## src/rtl/dacb_pkg.sv

```systemverilog
package dacb_pkg;
  localparam int CH_NUM = 4;
  localparam int CH_W   = $clog2(CH_NUM);
  localparam int BYTE_W = 8;
  localparam int REG_W  = 2 * BYTE_W;
  localparam int IDX_W  = 4;

  // Strobes from the port decoder to the register datapath
  typedef struct packed {
    logic            wrLow;     // byte write with pointer low
    logic            wrHigh;    // byte write with pointer high (restarts channel)
    logic            rdSel;     // read inside channel window
    logic            isCount;   // 1 = count register, 0 = address register
    logic [CH_W-1:0] chanSel;   // channel number
    logic            highByte;  // pointer state for read byte select
  } bankStrobe_t;
endpackage

```

## src/rtl/dacb_ctrl.sv

```systemverilog
module dacb_ctrl
  import dacb_pkg::*;
#(
  parameter int ADDR_W     = 8,
  parameter int CHAN_SHIFT = 0
) (
  input  logic        clk,
  input  logic        rstN,
  input  logic [ADDR_W-1:0] ioAddr,
  input  logic        ioWrEn,
  input  logic        ioRdEn,
  input  logic        ptrClear,
  input  logic        masterClear,
  output bankStrobe_t strobe,
  output logic        ptrHigh
);
  logic [IDX_W-1:0] regIdx;
  logic inWindow;
  logic access;

  // Register index: port address scaled by controller width
  assign regIdx   = IDX_W'(ioAddr >> CHAN_SHIFT);
  assign inWindow = !regIdx[IDX_W-1];
  assign access   = inWindow && (ioWrEn || ioRdEn);

  always_ff @(posedge clk or negedge rstN) begin
    if (!rstN) begin
      ptrHigh <= 1'b0;
    end else if (ptrClear || masterClear) begin
      ptrHigh <= 1'b0;
    end else if (access) begin
      ptrHigh <= !ptrHigh;
    end
  end

  always_comb begin
    strobe.wrLow    = ioWrEn && inWindow && !ptrHigh;
    strobe.wrHigh   = ioWrEn && inWindow && ptrHigh;
    strobe.rdSel    = ioRdEn && inWindow;
    strobe.isCount  = regIdx[0];
    strobe.chanSel  = regIdx[CH_W:1];
    strobe.highByte = ptrHigh;
  end
endmodule

```

## src/rtl/dacb_datapath.sv

```systemverilog
module dacb_datapath
  import dacb_pkg::*;
#(
  parameter int CHAN_SHIFT = 0
) (
  input  logic              clk,
  input  logic              rstN,
  input  bankStrobe_t       strobe,
  input  logic [BYTE_W-1:0] ioWrData,
  input  logic [CH_NUM-1:0] chanDecr,
  input  logic [CH_NUM-1:0] xferStep,
  output logic [BYTE_W-1:0] rdByte,
  output logic [CH_NUM-1:0] tcOut
);
  // Current address is held in bytes; tally in bytes with room for base+1 units
  localparam int CUR_W = REG_W + CHAN_SHIFT;
  localparam int XF_W  = REG_W + 1 + CHAN_SHIFT;
  localparam logic [XF_W-1:0] UNIT = XF_W'(1) << CHAN_SHIFT;

  logic [REG_W-1:0] addrView [CH_NUM];
  logic [REG_W-1:0] cntView  [CH_NUM];

  for (genvar ch = 0; ch < CH_NUM; ch++) begin : g_chan
    logic [REG_W-1:0] baseAddr;
    logic [REG_W-1:0] baseCnt;
    logic [CUR_W-1:0] curAddr;
    logic [XF_W-1:0]  xferBytes;
    logic [XF_W-1:0]  tcTarget;
    logic [XF_W-1:0]  addrSum;
    logic [XF_W-1:0]  cntDiff;
    logic [REG_W-1:0] reloadAddr;
    logic             hit;
    logic             tcHit;

    assign hit        = (strobe.chanSel == CH_W'(ch));
    assign reloadAddr = strobe.isCount ? baseAddr : {ioWrData, baseAddr[BYTE_W-1:0]};
    assign tcTarget   = XF_W'({1'b0, baseCnt} + (REG_W + 1)'(1)) << CHAN_SHIFT;
    assign tcHit      = (xferBytes >= tcTarget);

    always_ff @(posedge clk or negedge rstN) begin
      if (!rstN) begin
        baseAddr  <= '0;
        baseCnt   <= '0;
        curAddr   <= '0;
        xferBytes <= '0;
      end else begin
        if (hit && strobe.wrLow) begin
          if (strobe.isCount) baseCnt[BYTE_W-1:0]  <= ioWrData;
          else                baseAddr[BYTE_W-1:0] <= ioWrData;
        end
        if (hit && strobe.wrHigh) begin
          if (strobe.isCount) baseCnt[REG_W-1:BYTE_W]  <= ioWrData;
          else                baseAddr[REG_W-1:BYTE_W] <= ioWrData;
          curAddr   <= CUR_W'(reloadAddr) << CHAN_SHIFT;
          xferBytes <= '0;
        end else if (xferStep[ch] && !tcHit) begin
          xferBytes <= xferBytes + UNIT;
        end
      end
    end

    // Live readback from current state and direction
    assign addrSum = chanDecr[ch] ? (XF_W'(curAddr) - xferBytes)
                                  : (XF_W'(curAddr) + xferBytes);
    assign cntDiff = (XF_W'(baseCnt) << CHAN_SHIFT) - xferBytes;

    assign addrView[ch] = REG_W'(addrSum >> CHAN_SHIFT);
    assign cntView[ch]  = REG_W'(cntDiff >> CHAN_SHIFT);
    assign tcOut[ch]    = tcHit;
  end

  logic [REG_W-1:0] selView;

  always_comb begin
    selView = strobe.isCount ? cntView[strobe.chanSel] : addrView[strobe.chanSel];
    if (!strobe.rdSel)        rdByte = '0;
    else if (strobe.highByte) rdByte = selView[REG_W-1:BYTE_W];
    else                      rdByte = selView[BYTE_W-1:0];
  end
endmodule

```

## src/rtl/dma_addr_count_bank.sv

```systemverilog
module dma_addr_count_bank
  import dacb_pkg::*;
#(
  parameter int ADDR_W     = 8,
  parameter int CHAN_SHIFT = 0
) (
  input  logic              clk,
  input  logic              rstN,
  input  logic [ADDR_W-1:0] ioAddr,
  input  logic              ioWrEn,
  input  logic              ioRdEn,
  input  logic [7:0]        ioWrData,
  output logic [7:0]        ioRdData,
  input  logic              ptrClear,
  input  logic              masterClear,
  input  logic [3:0]        chanDecr,
  input  logic [3:0]        xferStep,
  output logic [3:0]        tcOut
);
  bankStrobe_t bankStrobe;
  logic        ptrHigh;

  dacb_ctrl #(.ADDR_W(ADDR_W), .CHAN_SHIFT(CHAN_SHIFT)) u_ctrl (
    .clk(clk), .rstN(rstN), .ioAddr(ioAddr), .ioWrEn(ioWrEn), .ioRdEn(ioRdEn),
    .ptrClear(ptrClear), .masterClear(masterClear),
    .strobe(bankStrobe), .ptrHigh(ptrHigh)
  );

  dacb_datapath #(.CHAN_SHIFT(CHAN_SHIFT)) u_data (
    .clk(clk), .rstN(rstN), .strobe(bankStrobe), .ioWrData(ioWrData),
    .chanDecr(chanDecr), .xferStep(xferStep),
    .rdByte(ioRdData), .tcOut(tcOut)
  );
endmodule

```

## config.mk

```make
export PLATFORM = sky130hd
export DESIGN_NAME = dma_addr_count_bank
export DESIGN_NICKNAME = d
export VERILOG_FILES = /design/src/rtl/dacb_pkg.sv /design/src/rtl/dacb_ctrl.sv /design/src/rtl/dacb_datapath.sv /design/src/rtl/dma_addr_count_bank.sv
export SDC_FILE = /design/constraint.sdc
export NUM_CORES = 1
export LEC_CHECK = 0
export BUFFER_PORTS_ARGS = -buffer_cell sky130_fd_sc_hd__buf_4
export CORE_UTILIZATION = 35
export CTS_CLUSTER_DIAMETER = 50
export CTS_CLUSTER_SIZE = 24
export DETAILED_ROUTE_END_ITERATION = 6
export PLACE_DENSITY = 0.55
export SLEW_MARGIN = 20
export SYNTH_ARGS = -nofsm -noshare
export SYNTH_HDL_FRONTEND = slang
export SYNTH_SLANG_ARGS = --single-unit
```

## constraint.sdc

```tcl
create_clock -name clk -period 9.2 [get_ports clk]
set_clock_uncertainty 0.05 [all_clocks]
set_input_delay 2.76 -clock clk [delete_from_list [all_inputs] [get_ports clk]]
set_output_delay 2.76 -clock clk [all_outputs]
set_load 0.05 [all_outputs]
```

; Yosys cells after proc, flatten, opt, wreduce, memory -nomap -nowiden
; Cells that the tools add are included.
[word_totals]
regBits = 261
out_inout_bits = 12
[classes]
add_sub_neg = 20
n_lt_le_gt_ge = 5
n_eq_ne = 3
n_mux = 27
bitwise_logic = 2
reduce_logical = 47
[op_table]
columns = op, n
row1 = 16-bit two-way mux, 13
row2 = 17-bit two-way mux, 8
row3 = 16-bit subtractor, 8
row4 = 16-bit by 1-bit adder with 17-bit output (second input constant), 4
row5 = 17-bit by 1-bit adder with 17-bit output (second input constant), 4
row6 = 17-bit greater-or-equal comparator, 4
row7 = 16-bit adder, 4
row8 = 16-bit binary-select mux with 2-bit select, 2
row9 = 2-bit AND reduction, 16
row10 = 1-bit logical AND, 17
row11 = 8-bit two-way mux, 2
row12 = 2-bit nonzero test, 5
row13 = 1-bit logical NOT, 6
row14 = 2-bit == test (second input constant), 2
row15 = 3-bit greater-or-equal comparator (second input constant), 1
row16 = 2-bit inverter with 3-bit output, 1
row17 = 2-bit by 1-bit == test with 1-bit output (second input constant), 1
row18 = 2-bit logical NOT, 1
row19 = 1-bit logical OR, 2
row20 = 1-bit two-way mux, 2
row21 = 1-bit inverter, 1

; Longest topological paths before layout
[logic_depth]
depth_word = 8
depth_mapped = 19
ltp_nobuf = 17

; Cells and area by module
; Synthesis repeated with hierarchy kept, for this count alone.
[unflattened]
cells_unflattened = 2339
area_unflattened_um2 = 21075.2
[by_module_without_submodules]
columns = module, n_inst, cells_per_inst, area_each_um2, seq_area_each_um2
row1 = dacb_datapath, 1, 2327, 20947.6, 6506.2
row2 = dacb_ctrl, 1, 12, 127.6, 25.0

; Worst setup path before layout
; Ideal clock, no wire load.
[synth_timing]
kind = in2out
from = input port chanDecr[3]
to = output port ioRdData[7]
arrival_time_ns = 6.843
t_required_ns = 6.390
path_slack_ns = -0.453
cell_stages = 13
n_path_buf = 1
cell_sequence = clkbuf_1 nor2_1 xnor2_1 ha_1 and3_1 a211oi_2 o31ai_2 a2111o_1 a41oi_2 mux2i_1 a211oi_2 nand4_1 o41ai_1
[synth_via]
elab_chain_cells = 7
[synth_rtl]
columns = element, line_no
row1 = "start, declared", dma_addr_count_bank.sv:16  ; input logic [3:0] chanDecr,
row2 = 16-bit two-way mux, dacb_datapath.sv:63  ; assign addrSum = chanDecr[ch] ? (XF_W'(curAddr) - xferBytes)
row3 = 16-bit binary-select mux with 2-bit select, dacb_datapath.sv:75  ; selView = strobe.isCount ? cntView[strobe.chanSel] : addrView[strobe.chanSel];
row4 = 16-bit two-way mux (implied by the code) (2 in series), dacb_datapath.sv:75
row5 = 16-bit two-way mux, dacb_datapath.sv:75
row6 = 8-bit two-way mux, dacb_datapath.sv:77  ; else if (strobe.highByte) rdByte = selView[REG_W-1:BYTE_W];
row7 = 8-bit two-way mux, dacb_datapath.sv:76  ; if (!strobe.rdSel) rdByte = '0;
row8 = "end, declared", dma_addr_count_bank.sv:13  ; output logic [7:0] ioRdData,
; Every way passes these cells. The select of a mux whose other input is x is not followed.

; Final worst setup path
[layout_timing]
from = input port chanDecr[1]
to = output port ioRdData[5]
; The elaborated chain is that of the path after synthesis.

==> key figures <==
Run status
  – Status: complete, no violations

Synthesis
  – Syn Inst Count: 2,306
  – Post-synthesis register bit count: ~260
  – Cell area after synthesis: roughly 0.021 sq mm
  – Post-synth EDFFs: 0
  – Warning count from the yosys run: 0
  – Largest cells by area after synthesis: dfrtp_1 (31%), ha_1 (12%), xnor2_1 (7.8%)
  – Post-Syn Area per Cell: about 9.1 sq um
  – Ys async rst share: 1.00
  – Synth Net Count: between 2,000 and 3,000
  – Sequential area share after synthesis: 0.312
  – Top cell type's share of synthesized area: 0.312
  – Post-synth top cells: dfrtp_1 (261), ha_1 (200), nand2_1 (186), xnor2_1 (186), nor2_1 (180)
  – Ys flop type: dfrtp_1
  – Cell taking the most area after synthesis: dfrtp_1
  – Most frequent cell after synthesis: dfrtp_1
  – Synth cell types: 73

STA
  – # setup viols final: 0
  – RSZ-0062 raised after global routing: false
  – WHS: approximately 0.41 ns
  – Setup ws final: about 0.18 ns
  – Fin crit share: 0.980
  – Final slew viol count: 0
  – Actual slew at the worst max-slew pin: 1.00 ns
  – Final TNS setup: 0 ns
  – Relative slew slack: 0.330
  – Min cycle time layout: 9.02 ns
  – Max Fclk: around 110 MHz
  – Fin. Hold Viols: 0

Worst setup path
  – Reg2Reg Launch Point: u_data.g_chan[2].baseCnt[2]
  – Critical Path RT: between 6 and 7 ns
  – Critical path peak fanout: 15
  – Critical Path AT: between 6 and 7 ns
  – Worst reg-to-reg setup slack: slightly above 5 ns
  – Reg-to-Reg End: u_data.g_chan[2].xferBytes[7]
  – Critical Path Source Type: input port
  – Crit end category: primary output
  – Reg2Reg Depth: 17
  – Setup CP Type: in -> out

Layout
  – Diode count: 0
  – P&R area growth vs syn: 12.3%
  – Fin nets: roughly 2,600
  – Post-Layout Inst Area: 0.0235 sq mm
  – Final core occ: 0.398
  – Post-Layout Cell Count: between 3,000 and 4,000
  – Fraction of layout cells with a size suffix above 1: 0.135
  – Fillers: roughly 6,000

GRT
  – First-pass GRT wire length: about 100,000 um
  – Grt ovf: 0
  – Vias in the first global route: ~17,000
  – GRT Total Usage: 0.220
  – Initial antenna violation count: 4
  – Largest net degree at the start of global routing: about 180

CTS
  – CTS max path bufs: 3
  – Clk_lat worst skew: ~0.58 ns
  – Clk slew on worst S/H paths: 0.06 ns
  – CTS Sinks: approximately 260
  – Root Driver: clkbuf_16
  – H-tree depth: 2
  – Cts bufs inserted: 42
  – CTS tree: done
  – # hold bufs at CTS: 0

Floorplanning
  – Die Area: around 0.061 sq mm
  – Initial Util: 0.355
  – Die width: 247 um
  – IO Count: 42
  – # rows: 89
  – Chip height: 247 um
  – Core Area: ~0.059 sq mm

Placement
  – Inst Count DP: a little over 3,000
  – Routability Congestion: 0.941
  – Setup WS pre-CTS: 0.215 ns
  – DP Area: 0.0220 sq mm
  – Count of input and output buffers: 37
  – Post-DP HPWL: ~49,000 um

Route
  – DRT Pass-1 Iters: 7
  – Wire per inst: ~21 um
  – ANT nets after route: 0
  – Initial DRC count: about 1,300
  – Drt total wl: between 60,000 and 70,000 um
  – # DRC: 0
  – DR vias: about 17,000
  – Routed vias/inst: ~5.6

Worst hold path
  – Hold Startpoint: u_data.g_chan[3].baseAddr[4]
  – Type of the most critical hold path: reg -> reg
  – Hold worst-path end: u_data.g_chan[3].curAddr[4]
  – Hold Crit Depth: 2

Flow run
  – Max_cap viols: 0

Power and ir drop
  – Final Power: 6.57 mW
  – Leak: between 10 and 15 nW
  – Pwr dens: around 280 mW/mm^2
  – VDD IR-drop max: about 180 uV
routing by layer:
metal / global-route usage / up-vias / share of wire
met5: 0 / - / 0.00052
met4: 0.0625 / 4 / 0.026
met3: 0.0303 / 92 / 0.048
met2: 0.351 / 427 / 0.45
met1: 0.307 / 8600 / 0.47
li1: - / 8312 / -
repair_timing:
| action | 4_1_cts | 5_1_grt |
|---|---|---|
| setup endpoints to repair | 0 | 1 |
| resized for setup | 0 | 2 |
| setup buffers | 0 | 0 |
where the power goes:
part           switching [mW]  total, mW  internal (mW)  leakage, nW
registers               0.274       1.62           1.34         3.40
logic                    1.95       3.31           1.36         6.22
clock network           0.665       1.65          0.983        0.713
registers in the layout, indices dropped and copies added (netlist names):
signal	flops
u_data.g_chan.baseAddr	64
u_data.g_chan.xferBytes	68
u_data.g_chan.baseCnt	64
u_data.g_chan.curAddr	64
u_ctrl.ptrHigh	1
worst max-delay path by stage:
stage	startpoint	end	slack [ns]	cells after the start
after detailed placement	chanDecr[1]	ioRdData[5]	0.21	16
after floorplan	chanDecr[2]	ioRdData[5]	0.06	14
final	chanDecr[1]	ioRdData[5]	0.18	16
after global routing	chanDecr[1]	ioRdData[5]	0.01	16
after CTS	chanDecr[1]	ioRdData[5]	0.18	16
after global placement	chanDecr[1]	ioRdData[5]	0.19	16
worst max-delay path: stages:
cell and delay [ns]:
buf_4 0.16, a31oi_1 0.19, xnor2_1 0.13, ha_1 0.34
inv_1 0.10, o41ai_1 0.38, a21oi_1 0.13, a32oi_1 0.32
a211oi_2 0.15, xnor2_1 0.17, nor2_1 0.10, a2111oi_1 0.45
a21oi_1 0.13, a221oi_1 0.31, buf_4 0.18, buf_4 0.19
cell type report:
cell class | count | area, sq um | area share
multi-input combinational | 1847 | 13700 | 0.582
inverter | 111 | 417 | 0.0177
clock buffer | 52 | 1150 | 0.0489
sequential | 261 | 6530 | 0.278
timing repair buffer | 54 | 445 | 0.0190
clock inverter | 25 | 320 | 0.0136
tap | 773 | 967 | 0.0412
cell usage in the layout, fill, tap and decap left out, types with 8 or more instances in the layout:
cell type / count
dfrtp_1: 261
o21bai_1: 9
nor2_1: 176
nor4_1: 25
o21a_1: 24
clkbuf_16: 43
o21ai_1: 26
fa_1: 8
a21oi_1: 175
or3_1: 18
nor3_1: 61
xnor2_1: 186
xor2_1: 73
and3_1: 28
nand4_1: 29
o21ai_0: 75
and4_1: 8
nor2b_1: 32
nand2_1: 186
buf_4: 51
ha_1: 200
mux2_2: 142
inv_1: 108
mux4_2: 15
nand2b_1: 32
and2_1: 13
mux2i_1: 13
o211ai_1: 15
a211oi_1: 23
nand3_1: 72
a2111oi_0: 9
a21o_1: 46
a31oi_1: 26
logic make-up (layout without fill, tap and decap cells):
group,count (synthesis),count (layout),synth area share
AO/OA/AOI/OAI,502,502,0.154
XOR/XNOR,259,259,0.108
adder cells (fa/ha/maj),208,208,0.127
buffers and inverters,198,242,0.0364
flip-flops,261,261,0.312
multiplexers,173,173,0.100
AND/OR/NAND/NOR,705,705,0.162
No activity file was read; power rests on OpenSTA's default activity.
